$ cat config.mk
export PLATFORM = sky130hd
export DESIGN_NAME = l0_walk_unit
export DESIGN_NICKNAME = d
export VERILOG_FILES = /design/src/rtl/l0w_pkg.sv /design/src/rtl/l0w_half_select.sv /design/src/rtl/l0w_desc_decode.sv /design/src/rtl/l0w_syndrome_gen.sv /design/src/rtl/l0_walk_unit.sv
export SDC_FILE = /design/constraint.sdc
export NUM_CORES = 1
export LEC_CHECK = 0
export BUFFER_PORTS_ARGS = -buffer_cell sky130_fd_sc_hd__buf_4
export CORE_AREA = 8 8 170 172
export DETAILED_ROUTE_END_ITERATION = 7
export DIE_AREA = 0 0 178 180
export PLACE_DENSITY = 0.75
export SKIP_LAST_GASP = 1
export SYNTH_ARGS = -nofsm -noshare
export SYNTH_HDL_FRONTEND = slang
export SYNTH_HIERARCHICAL = 1
export SYNTH_SLANG_ARGS = --single-unit
$ cat constraint.sdc
create_clock -name clk -period 3.17 [get_ports clk]
set_input_delay 0.951 -clock clk [delete_from_list [all_inputs] [get_ports clk]]
set_output_delay 0.951 -clock clk [all_outputs]
set_load 0.05 [all_outputs]
$ cat src/rtl/l0w_pkg.sv
package l0w_pkg;

  typedef enum logic [1:0] {
    ST_IDLE  = 2'd0,
    ST_ISSUE = 2'd1,
    ST_WAIT  = 2'd2,
    ST_RESP  = 2'd3
  } walk_state_e;

  typedef enum logic [1:0] {
    HALF_LOW  = 2'd0,
    HALF_HIGH = 2'd1,
    HALF_NONE = 2'd2
  } half_sel_e;

  localparam int unsigned SYN_BITS      = 32;
  localparam logic [5:0]  EC_DABT_SAME  = 6'b100101;
  localparam logic [5:0]  FSC_XLAT_L0   = 6'b000100;
  localparam int unsigned SYN_EC_LSB    = 26;
  localparam int unsigned SYN_IL_BIT    = 25;
  localparam int unsigned SYN_WNR_BIT   = 6;

  // Assemble the abort syndrome word from its fields.
  function automatic logic [SYN_BITS-1:0] make_syndrome(input logic wnr,
                                                         input logic [5:0] fsc);
    logic [SYN_BITS-1:0] w;
    w = '0;
    w[SYN_EC_LSB +: 6]  = EC_DABT_SAME;
    w[SYN_IL_BIT]       = 1'b1;
    w[SYN_WNR_BIT]      = wnr;
    w[5:0]              = fsc;
    return w;
  endfunction

endpackage

$ cat src/rtl/l0w_half_select.sv
module l0w_half_select
  import l0w_pkg::*;
#(
  parameter int unsigned VA_BITS  = 48,
  parameter int unsigned REG_BITS = 64
) (
  input  logic [REG_BITS-1:VA_BITS] va_top,
  input  logic [REG_BITS-1:0]       base_lo,
  input  logic [REG_BITS-1:0]       base_hi,
  output half_sel_e                 half,
  output logic [REG_BITS-1:0]       sel_base
);
  localparam int unsigned TOP_BITS = REG_BITS - VA_BITS;

  logic all_zero;
  logic all_one;

  generate
    if (TOP_BITS > 0) begin : g_top
      assign all_zero = (va_top == '0);
      assign all_one  = (va_top == {TOP_BITS{1'b1}});
    end else begin : g_flat
      assign all_zero = 1'b1;
      assign all_one  = 1'b0;
    end
  endgenerate

  always_comb begin
    if (all_zero) begin
      half = HALF_LOW;
    end else if (all_one) begin
      half = HALF_HIGH;
    end else begin
      half = HALF_NONE;
    end
    sel_base = (half == HALF_HIGH) ? base_hi : base_lo;
  end
endmodule

$ cat src/rtl/l0w_desc_decode.sv
module l0w_desc_decode #(
  parameter int unsigned VA_BITS    = 48,
  parameter int unsigned REG_BITS   = 64,
  parameter int unsigned GRAN_SHIFT = 12
) (
  input  logic [REG_BITS-1:0] desc,
  output logic                is_table,
  output logic [VA_BITS-1:0]  next_table
);
  // Only a descriptor tagged 2'b11 continues the walk at this level.
  assign is_table   = desc[0] & desc[1];
  assign next_table = {desc[VA_BITS-1:GRAN_SHIFT], {GRAN_SHIFT{1'b0}}};
endmodule

$ cat src/rtl/l0w_syndrome_gen.sv
module l0w_syndrome_gen
  import l0w_pkg::*;
(
  input  logic                wnr,
  input  logic [5:0]          fsc,
  output logic [SYN_BITS-1:0] word
);
  assign word = make_syndrome(wnr, fsc);
endmodule

$ cat src/rtl/l0_walk_unit.sv
module l0_walk_unit
  import l0w_pkg::*;
#(
  parameter int unsigned VA_BITS    = 48,
  parameter int unsigned REG_BITS   = 64,
  parameter int unsigned GRAN_SHIFT = 12
) (
  input  logic                clk,
  input  logic                rst_n,
  input  logic                req_valid,
  input  logic [REG_BITS-1:0] req_va,
  input  logic                req_write,
  input  logic [REG_BITS-1:0] base_lo,
  input  logic [REG_BITS-1:0] base_hi,
  output logic                mem_req,
  output logic [VA_BITS-1:0]  mem_addr,
  input  logic                mem_rvalid,
  input  logic [REG_BITS-1:0] mem_rdata,
  output logic                busy,
  output logic                done,
  output logic                ok,
  output logic                abort,
  output logic [VA_BITS-1:0]  next_table,
  output logic [31:0]         syndrome,
  output logic [REG_BITS-1:0] fault_addr
);
  // Entry size is 8 bytes, so one table holds 2^(GRAN_SHIFT-3) entries.
  localparam int unsigned IDX_BITS = GRAN_SHIFT - 3;
  localparam int unsigned IDX_LSB  = VA_BITS - IDX_BITS;

  walk_state_e         state;
  logic [REG_BITS-1:0] cap_va;
  logic                cap_wr;
  logic [VA_BITS-1:0]  cap_daddr;
  logic                res_ok;

  half_sel_e           half;
  logic [REG_BITS-1:0] sel_base;
  logic [VA_BITS-1:0]  daddr_w;
  logic                is_table;
  logic [VA_BITS-1:0]  next_w;
  logic                syn_wnr;
  logic [31:0]         syn_w;

  // Named events for the checker.
  logic accept;
  logic accept_bad;
  logic walk_pending;
  logic desc_arrive;

  assign accept       = req_valid && (state == ST_IDLE);
  assign accept_bad   = accept && (half == HALF_NONE);
  assign walk_pending = (state == ST_ISSUE) || (state == ST_WAIT);
  assign desc_arrive  = (state == ST_WAIT) && mem_rvalid;

  l0w_half_select #(.VA_BITS(VA_BITS), .REG_BITS(REG_BITS)) u_half (
    .va_top   (req_va[REG_BITS-1:VA_BITS]),
    .base_lo  (base_lo),
    .base_hi  (base_hi),
    .half     (half),
    .sel_base (sel_base)
  );

  assign daddr_w = {sel_base[VA_BITS-1:GRAN_SHIFT],
                    req_va[VA_BITS-1:IDX_LSB], 3'b000};

  l0w_desc_decode #(.VA_BITS(VA_BITS), .REG_BITS(REG_BITS),
                    .GRAN_SHIFT(GRAN_SHIFT)) u_desc (
    .desc       (mem_rdata),
    .is_table   (is_table),
    .next_table (next_w)
  );

  assign syn_wnr = (state == ST_IDLE) ? req_write : cap_wr;

  l0w_syndrome_gen u_syn (
    .wnr  (syn_wnr),
    .fsc  (FSC_XLAT_L0),
    .word (syn_w)
  );

  always_ff @(posedge clk) begin
    if (!rst_n) begin
      state      <= ST_IDLE;
      cap_va     <= '0;
      cap_wr     <= 1'b0;
      cap_daddr  <= '0;
      res_ok     <= 1'b0;
      next_table <= '0;
      syndrome   <= '0;
      fault_addr <= '0;
    end else begin
      unique case (state)
        ST_IDLE: begin
          if (accept) begin
            cap_va    <= req_va;
            cap_wr    <= req_write;
            cap_daddr <= daddr_w;
            if (half == HALF_NONE) begin
              res_ok     <= 1'b0;
              syndrome   <= syn_w;
              fault_addr <= req_va;
              state      <= ST_RESP;
            end else begin
              state <= ST_ISSUE;
            end
          end
        end
        ST_ISSUE: state <= ST_WAIT;
        ST_WAIT: begin
          if (mem_rvalid) begin
            res_ok <= is_table;
            if (is_table) begin
              next_table <= next_w;
            end else begin
              syndrome   <= syn_w;
              fault_addr <= cap_va;
            end
            state <= ST_RESP;
          end
        end
        ST_RESP: state <= ST_IDLE;
        default: state <= ST_IDLE;
      endcase
    end
  end

  assign mem_req  = (state == ST_ISSUE);
  assign mem_addr = cap_daddr;
  assign busy     = (state != ST_IDLE);
  assign done     = (state == ST_RESP);
  assign ok       = done && res_ok;
  assign abort    = done && !res_ok;
endmodule

==> reports/results.ini, run 1 <==
[power]
power.total_mw = 14.1
power_leakage_nw = 6.56
worst_supply_voltage_drop_on_vdd_uv = 710
pwrdens_nw_per_um2 = 970

[clock_network]
clkSlewWorstSetupHoldPaths_ns = 0.06
cts_tree = built
cts_root_buf = clkbuf_16
clock_buffer_count_from_cts = 27
cts_hold_repair.buffers = 0
cts_max_level = 1
post_cts_setup_inserts = 0
clk_latency_ns = 0.52
cts_num_sinks = 248
post_cts_gate_resize_count = 0
buffers_from_clock_root_to_sink_at_most = 3

[layout]
final_core_util_pct = 55.0
area_of_combinational_cells_with_multiple_inputs_um2 = 5200
stdcell_area_um2 = 14500
n_fill_cell = 2408
layout-area-overhead-vs-synth_pct = 29.6
num-nets-final = 1858
final-seq-area_um2 = 4960
drive_gt1_share_pct = 31.3

[floorplan]
floorplan.die_area_um2 = 32000
fp-row-count = 60
starting_utilization_of_the_core_area_pct = 42.4
ioPinCount = 458
width_of_the_die_um = 178
die_y_um = 180
core_region_area_um2 = 26400

[timing]
fin_tns_setup_ns = 0
tightestPinTransition_ns = 0.766
grt_setup_unrepaired = false
worst_slew_margin_rel_pct = 48.9
post-route-min-period_ns = 2.61
achievable-frequency_mhz = 384
slew_viol_final = 0
finalClockSkew_ns = 0.00876
final_worst_path_period_share_pct = 82.2
hold_viol_final = 0
finalSetupViolations = 0
timing.final.ws_setup_ns = 0.563

[global_routing]
grt_pass1_vias = 9384
grt_overflow_total = 0
grt_first_pass_wirelength_um = 49900
antenna_found_initial = 1
global_router_s_overall_resource_usage_pct = 18.9
largest_net_degree_at_the_start_of_global_routing = 180

[detailed_routing]
antenna_violating_nets_post_route = 0
num_vias = 9426
avgRoutedWirePerCell_um = 16.4
drt-initial-drc-count = 545
detail_route.drc_violations = 0
wirelength_um = 32100
drt_pass1_iterations = 7
vias_per_cell = 4.83

[synth]
post_synth_inst_count = 1318
post_synth_instance_area_um2 = 11200
average_cell_area_after_synthesis_um2 = 8.48
synth.yosys.warnings = 6

[min_path]
worst_hold_path_type = flip-flop to flip-flop

[outcome]
status = finished, final reports clean

[critical_path]
end_kind = output pin
cp.required_ns = 2.22
timing.critical_path.arrival_ns = 1.66
kind_of_critical_path = flip-flop to output pin
startpoint_type = flip-flop
internal_reg_to_reg_setup_slack_ns = 0.94
timing.critical_path.fanout_max = 5

[place]
dpl_worst_slack_ns = 0.115
place.gp.congestion = 0.770
place_area_um2 = 13600
dpl.hpwl_um = 23200
placement.io_buffers = 372

[run]
drv_cap = 0

power breakdown:
part           internal (mW)  total (mW)  switching, mW
clock network           1.79        3.02           1.23
registers               3.92        4.36          0.442
logic                   2.32        6.69           4.38
per-layer routing:
layer	track usage, %	vias up	wire [um]
li1	-	4701	-
met4	5.34	0	797
met2	31.1	292	14900
met1	22.6	4380	13100
met5	0	-	0
met3	7.04	53	3320
layout by cell type, fill, tap and decap left out, types with 4 or more instances in the layout:
cell type  instances
nand2_1          492
buf_4            382
dfxtp_1          248
a21oi_1          150
mux2i_1           97
mux2_2            65
conb_1            46
mux2_1            36
clkbuf_16         27
clkbuf_1           8
buf_12             8
clkbuf_8           6
ha_1               4
nand4_1            4
nor4_1             4
path summary, 6_finish.rpt:
path / from / end / cells after the start
worst max-delay path: state[0]$_SDFFE_PN0P_ / busy / 4
worst min-delay path: cap_va[50]$_SDFFE_PN0P_ / cap_va[50]$_SDFFE_PN0P_ / 2
worst max register to register: state[0]$_SDFFE_PN0P_ / fault_addr[33]$_SDFFE_PN0P_ / 6
worst min register to register: cap_va[50]$_SDFFE_PN0P_ / cap_va[50]$_SDFFE_PN0P_ / 2
cell type report:
type | count | share of cell area, %
Multi-Input combinational cell | 920 | 35.8
Sequential cell | 248 | 34.2
Timing Repair Buffer | 391 | 21.0
Clock buffer | 41 | 5.44
Tap cell | 341 | 2.94
Clock inverter | 6 | 0.431
Inverter | 4 | 0.121
Antenna cell | 1 | 0.0173
registers in the layout (all words and copies together) (netlist names):
signal	cells
cap_va	64
cap_wr	1
fault_addr	64
mem_addr	36
next_table	48
res_ok	1
state	2
syndrome	32
per-stage QoR:
stage	hold WS, ns	std cells
after CTS	0.454	1951
after global routing	0.469	1952
after floorplan	0.433	1359
final	0.450	1952
after global placement	0.438	1904
after detailed placement	0.446	1904
worst max-delay path, stage by stage, from the launching register on:
cell and delay [ns]:
dfxtp_1 0.38, inv_1 0.12, ha_1 0.30, inv_1 0.12
buf_4 0.21
(Power assumes the default switching activity.)
==> run 2, diff against run 1 <==
--- a/config.mk
+++ b/config.mk
@@ -6,9 +6,9 @@
 export NUM_CORES = 1
 export LEC_CHECK = 0
 export BUFFER_PORTS_ARGS = -buffer_cell sky130_fd_sc_hd__buf_4
-export CORE_AREA = 8 8 170 172
+export CORE_AREA = 8 8 174 176
 export DETAILED_ROUTE_END_ITERATION = 7
-export DIE_AREA = 0 0 178 180
+export DIE_AREA = 0 0 182 184
 export PLACE_DENSITY = 0.75
 export SKIP_LAST_GASP = 1
 export SYNTH_ARGS = -nofsm -noshare
==> constraint.sdc (replaced) <==
create_clock -name clk -period 2.3 [get_ports clk]
set_input_delay 0.69 -clock clk [delete_from_list [all_inputs] [get_ports clk]]
set_output_delay 0.69 -clock clk [all_outputs]
set_load 0.05 [all_outputs]
==> run 2 against run 1 <==
Compared with the run above: total power rose by 40%; hold slack got worse by 0.047 ns; cell count rose by 1.3%; via count rose by 0.84%; clock power rose by 35%; critical endpoint unchanged.
==> reports/results.ini, run 2 (synthesis gave the netlist of run 1 again) <==
[power]
sequentialPowerShare_pct = 30.5  ; -0.5 points
power_leakage_nw = 6.69  ; +1.9%
power.share.clock_pct = 20.7  ; -0.7 points
pwr-share-comb_pct = 48.8  ; +1.2 points
pwrdens_nw_per_um2 = 1340  ; +38%
total_switching_power_mw = 8.44  ; +40%
worst_supply_voltage_drop_on_vdd_uv = 777  ; +9.4%
swShare_pct = 42.8  ; -0.14 points
power.internal_mw = 11.3  ; +40%
power.total_mw = 19.7  ; +40%

[floorplan]
core_region_area_um2 = 27500  ; +4.3%
width_of_the_die_um = 182  ; +2.2%
floorplan.die_area_um2 = 33500  ; +4.5%
starting_utilization_of_the_core_area_pct = 40.7  ; -1.7 points
fp-row-count = 61  ; +1.7%
ioPinCount = 458  ; unchanged
die_y_um = 184  ; +2.2%

[layout]
layout.cells.most_common_list = nand2_1 (492), buf_4 (399), dfxtp_1 (247)
drive_gt1_share_pct = 32.4  ; +1.1 points
num_antenna_cells = 0  ; -1
final_core_util_pct = 53.6  ; -1.4 points
layout.cells.most_common = nand2_1
num-nets-final = 1880  ; +1.2%
stdcell_count = 1978  ; +1.3%
reg.largest.list = cap_va: 64 flops, fault_addr: 64 flops, next_table: 48 flops
layout-area-overhead-vs-synth_pct = 31.7

[place]
dpl_worst_slack_ns = -0.349  ; -0.464 ns
place.detailed.instances = 1931  ; +1.4%
placement.io_buffers = 372  ; unchanged
dpl.hpwl_um = 23000  ; -0.81%
place.gp.congestion = 0.781  ; +1.4%

[run]
drv_cap = 0  ; unchanged

[critical_path]
timing.critical_path.fanout_max = 5  ; unchanged
end_kind = output pin
kind_of_critical_path = flip-flop to output pin
timing.critical_path.arrival_ns = 1.54  ; -0.12 ns
cp.required_ns = 1.61  ; -0.61 ns
timing.reg2reg.worst_path_depth = 7  ; +1
startpoint_type = flip-flop

[timing]
post-route-min-period_ns = 2.23
finalClockSkew_ns = 0.0160  ; +0.00723 ns
slew_viol_final = 0  ; unchanged
worst_slew_margin_rel_pct = 62.5  ; +14 points
hold_viol_final = 0  ; unchanged
final_worst_path_period_share_pct = 96.8
achievable-frequency_mhz = 449
finalSetupViolations = 0  ; unchanged
timing.final.ws_setup_ns = 0.0745  ; -0.489 ns
grt_setup_unrepaired = false
whs_ns = 0.403  ; -0.0466 ns
tightestPinTransition_ns = 0.563  ; -0.203 ns

[clock_network]
cts_hold_repair.buffers = 0  ; unchanged
clk_latency_ns = 0.53  ; about the same
cts_tree = built
post_cts_setup_inserts = 0  ; unchanged
clock_buffer_count_from_cts = 27  ; unchanged
buffers_from_clock_root_to_sink_at_most = 3  ; unchanged
post_cts_gate_resize_count = 2  ; +2
clkSlewWorstSetupHoldPaths_ns = 0.06  ; about the same
cts_max_level = 1  ; unchanged
cts_num_sinks = 248  ; unchanged
cts_root_buf = clkbuf_16

[detailed_routing]
detail_route.drc_violations = 0  ; unchanged
drt_pass1_iterations = 4  ; -3
antenna_violating_nets_post_route = 0  ; unchanged
drt-initial-drc-count = 493  ; -9.5%
wirelength_um = 32100  ; about the same
num_vias = 9505  ; +0.84%
avgRoutedWirePerCell_um = 16.2  ; -1.3%
vias_per_cell = 4.81  ; -0.49%

[outcome]
status = finished, final reports clean

[min_path]
worst_hold_path_type = primary input to flip-flop
hold-path-cell-count = 3  ; +1

[global_routing]
antenna_found_initial = 1  ; unchanged
largest_net_degree_at_the_start_of_global_routing = 106  ; -41%
grt_first_pass_wirelength_um = 50200  ; +0.50%
grt_overflow_total = 0  ; unchanged
global_router_s_overall_resource_usage_pct = 18.1  ; -0.80 points
grt_pass1_vias = 9551  ; +1.8%

run 2: power by group through the flow:
| stage | logic (mW) | clock network [mW] | registers (mW) |
|---|---|---|---|
| 2_1_floorplan | 4.13 | 0 | 8.93 |
| 3_3_place_gp | 9.53 | 0 | 6.04 |
| 3_5_place_dp | 9.64 | 0 | 6.09 |
| 4_1_cts | 9.69 | 4.19 | 6.01 |
| 5_1_grt | 10.2 | 4.36 | 6.14 |
| 6_report | 9.61 | 4.07 | 6.01 |
run 2: worst paths after layout:
path / from / endpoint / slack [ns]
worst min register to register: cap_va[6]$_SDFFE_PN0P_ / cap_va[6]$_SDFFE_PN0P_ / 0.45
worst max register to register: state[0]$_SDFFE_PN0P_ / syndrome[12]$_SDFFE_PN0P_ / 0.40
worst max-delay path: state[0]$_SDFFE_PN0P_ / busy / 0.07
worst min-delay path: mem_rdata[14] / next_table[14]$_SDFFE_PN0P_ / 0.40
run 2: critical path: stages, from the launching register on:
cell	delay (ns)
dfxtp_1	0.38
inv_1	0.14
ha_4	0.22
inv_1	0.07
buf_4	0.20
run 2: stage by stage:
stage	cell area [um2]	setup TNS, ns
6_report	14700	0
2_1_floorplan	11300	-0.0809
4_1_cts	14700	0
3_3_place_gp	13900	-27.70
5_1_grt	14700	0
3_5_place_dp	13900	-32.31
run 2: per-layer routing:
metal  wire length, um  GRT usage [%]  up-vias
li1                  -              -     4735
met3              3020           7.21       67
met2             14900           30.1      309
met1             13200           21.1     4392
met4               997           5.74        2
met5                10              0        -
run 2: area by class of cell:
type / count / area [um2]
sequential: 248 / 4970
timing repair buffer: 413 / 3270
fill: 2523 / 12700
multi-input combinational: 920 / 5210
inverter: 4 / 17.5
clock buffer: 42 / 802
tap: 346 / 433
clock inverter: 5 / 35.0
==> run 3, diff against run 2 <==
--- a/config.mk
+++ b/config.mk
@@ -6,9 +6,10 @@
 export NUM_CORES = 1
 export LEC_CHECK = 0
 export BUFFER_PORTS_ARGS = -buffer_cell sky130_fd_sc_hd__buf_4
-export CORE_AREA = 8 8 174 176
+export CORE_AREA = 8 8 170 172
+export CTS_CLUSTER_DIAMETER = 150
 export DETAILED_ROUTE_END_ITERATION = 7
-export DIE_AREA = 0 0 182 184
+export DIE_AREA = 0 0 178 180
 export PLACE_DENSITY = 0.75
 export SKIP_LAST_GASP = 1
 export SYNTH_ARGS = -nofsm -noshare
==> constraint.sdc (replaced) <==
create_clock -name clk -period 2.68 [get_ports clk]
set_input_delay 0.804 -clock clk [delete_from_list [all_inputs] [get_ports clk]]
set_output_delay 0.804 -clock clk [all_outputs]
set_load 0.05 [all_outputs]
==> run 3 against run 2 <==
Compared with the run above: hold slack improved by 0.048 ns; clock power decreased by 5%; first-iteration DRC count increased by 4.9%; non-clock buffer count decreased by 3; combinational power decreased by 12%; worst setup slack improved by 0.14 ns; sequential share of layout area decreased by 0.23 points; cell area increased by 0.67%; register-to-register slack improved by 0.29 ns; utilization increased by 2.7 points; total power decreased by 11%; global-route usage increased by 1.3 points.
==> reports/results.ini, run 3 (synthesis gave the netlist of run 1 again) <==
[floorplan]
fp-row-count = 60  ; -1.6%
ioPinCount = 458  ; unchanged
floorplan.die_area_um2 = 32000  ; -4.3%
die_y_um = 180  ; -2.2%
core_region_area_um2 = 26400  ; -4.1%
width_of_the_die_um = 178  ; -2.2%
starting_utilization_of_the_core_area_pct = 42.4  ; +1.7 points

[detailed_routing]
wirelength_um = 32500  ; +1.1%
num_vias = 9482  ; -0.24%
avgRoutedWirePerCell_um = 16.5  ; +1.4%
drt-initial-drc-count = 517  ; +4.9%
drt_pass1_iterations = 4  ; unchanged
vias_per_cell = 4.81  ; about the same
detail_route.drc_violations = 0  ; unchanged
antenna_violating_nets_post_route = 0  ; unchanged

[clock_network]
clk_latency_ns = 0.53  ; about the same
post_cts_gate_resize_count = 0  ; -2
cts_max_level = 1  ; unchanged
cts_tree = built
cts_hold_repair.buffers = 0  ; unchanged
clkSlewWorstSetupHoldPaths_ns = 0.06  ; about the same
buffers_from_clock_root_to_sink_at_most = 3  ; unchanged
post_cts_setup_inserts = 0  ; unchanged
clock_buffer_count_from_cts = 27  ; unchanged
cts_root_buf = clkbuf_16
cts_num_sinks = 248  ; unchanged

[min_path]
hold-path-cell-count = 2  ; -1
worstHoldStart = cap_va[10]$_SDFFE_PN0P_
worst_hold_path_type = flip-flop to flip-flop

[timing]
worst_slew_margin_rel_pct = 60.2  ; -2.3 points
post-route-min-period_ns = 2.46
hold_viol_final = 0  ; unchanged
achievable-frequency_mhz = 406
timing.final.ws_setup_ns = 0.216  ; +0.141 ns
slew_viol_final = 0  ; unchanged
tightestPinTransition_ns = 0.597  ; +0.0346 ns
grt_setup_unrepaired = false
finalSetupViolations = 0  ; unchanged
finalClockSkew_ns = 0.0179  ; +0.00195 ns
final_worst_path_period_share_pct = 92.0

[layout]
layout.cells.most_common = nand2_1
n_fill_cell = 2363  ; -6.3%
drive_gt1_share_pct = 32.3  ; -0.10 points
layout-area-overhead-vs-synth_pct = 32.6
stdcell_area_um2 = 14800  ; +0.67%
stdcell_count = 1972  ; -0.30%
num_antenna_cells = 0  ; unchanged
reg.largest.list = cap_va: 64 flops, fault_addr: 64 flops, next_table: 48 flops
layout.cells.most_common_list = nand2_1 (492), buf_4 (392), dfxtp_1 (248)
num-nets-final = 1877  ; -0.16%

[critical_path]
r2r_start = state[0]$_SDFFE_PN0P_
end_kind = output pin
max_stage_delay_ns = 0.38  ; about the same
crit_chain = inv_1 > ha_1 > inv_1 > buf_4
timing.critical_path.fanout_max = 5  ; unchanged
cp_common_cell = inv_1
internal_reg_to_reg_setup_slack_ns = 0.69  ; +0.29 ns
kind_of_critical_path = flip-flop to output pin
timing.critical_path.arrival_ns = 1.66  ; +0.12 ns
timing.reg2reg.worst_path_depth = 7  ; unchanged
startpoint_type = flip-flop
critPathLaunch = state[0]$_SDFFE_PN0P_
cpMaxStageDelayCell = dfxtp_1
cp_top_family = buffers and inverters
cp.required_ns = 1.88  ; +0.27 ns
buf_inv_stages_crit_path = 3  ; unchanged
cp_num_cells = 4  ; unchanged

[place]
place_area_um2 = 13900  ; +0.13%
placement.io_buffers = 372  ; unchanged
dpl.hpwl_um = 23300  ; +1.2%
dpl_worst_slack_ns = -0.0733  ; +0.276 ns
place.gp.congestion = 0.792  ; +1.4%
place.detailed.instances = 1923  ; -0.41%

[power]
worst_supply_voltage_drop_on_vdd_uv = 916  ; +18%
power_leakage_nw = 6.75  ; +0.84%
pwrdens_nw_per_um2 = 1180  ; -12%

[global_routing]
global_router_s_overall_resource_usage_pct = 19.4  ; +1.3 points
grt_pass1_vias = 9703  ; +1.6%
antenna_found_initial = 1  ; unchanged
largest_net_degree_at_the_start_of_global_routing = 100  ; -5.7%
grt_first_pass_wirelength_um = 51200  ; +1.9%
grt_overflow_total = 0  ; unchanged

[run]
drv_cap = 0  ; unchanged

[outcome]
status = finished, final reports clean

-- run 3: changes by cell type in the layout (fill, tap and decap cells not counted) --
| cell | delta |
|---|---|
| nor2b_1 | +1 |
| buf_4 | -7 |
| nor2b_2 | -1 |
| ha_1 | +1 |
| bufinv_16 | +4 |
| inv_6 | -2 |
| ha_4 | -1 |
| dfxtp_2 | -1 |
| clkbuf_1 | -2 |
| buf_12 | +4 |
| clkinvlp_4 | -1 |
| clkinv_2 | +4 |
| clkbuf_8 | -1 |
| dfxtp_1 | +1 |
-- run 3: tightest hold or removal path, stage by stage, from the launching register on --
cell and delay [ns]:
dfxtp_1 0.31, nand2_1 0.05, a21oi_1 0.05
-- run 3: through the flow --
step / total power, mW / util (%) / hold slack [ns] / TNS, ns
final: 17.5 / 56.3 / 0.451 / 0
after floorplan: 11.2 / - / 0.433 / 0
after global routing: 18.3 / 56.3 / 0.473 / 0
after global placement: 13.6 / 52.8 / 0.438 / -2.28
after CTS: 17.7 / 56.3 / 0.453 / 0
after detailed placement: 13.8 / 52.8 / 0.444 / -2.85
-- run 3: power by group --
group	internal (mW)	total, mW	switching (mW)
clock	2.40	3.88	1.48
sequential	4.63	5.15	0.522
combinational	3.18	8.48	5.31
-- run 3: layout make-up --
class | instances | area [um2] | area share, %
tap | 341 | 427 | 2.88
clock buffer | 39 | 781 | 5.26
timing repair buffer | 410 | 3290 | 22.2
clock inverter | 10 | 150 | 1.01
multi-input combinational | 920 | 5200 | 35.0
inverter | 4 | 17.5 | 0.118
sequential | 248 | 4960 | 33.5
-- run 3: per-layer routing --
metal | up-vias | wire (um) | global-route usage, %
met4 | 2 | 722 | 4.97
met3 | 44 | 3150 | 7.15
met2 | 308 | 15400 | 32.4
met5 | - | 12 | 0
li1 | 4732 | - | -
met1 | 4396 | 13200 | 22.9
-- run 3: path summary, 6_finish.rpt --
path,end
max,busy
min,cap_va[10]$_SDFFE_PN0P_
min reg2reg,cap_va[10]$_SDFFE_PN0P_
max reg2reg,syndrome[27]$_SDFFE_PN0P_
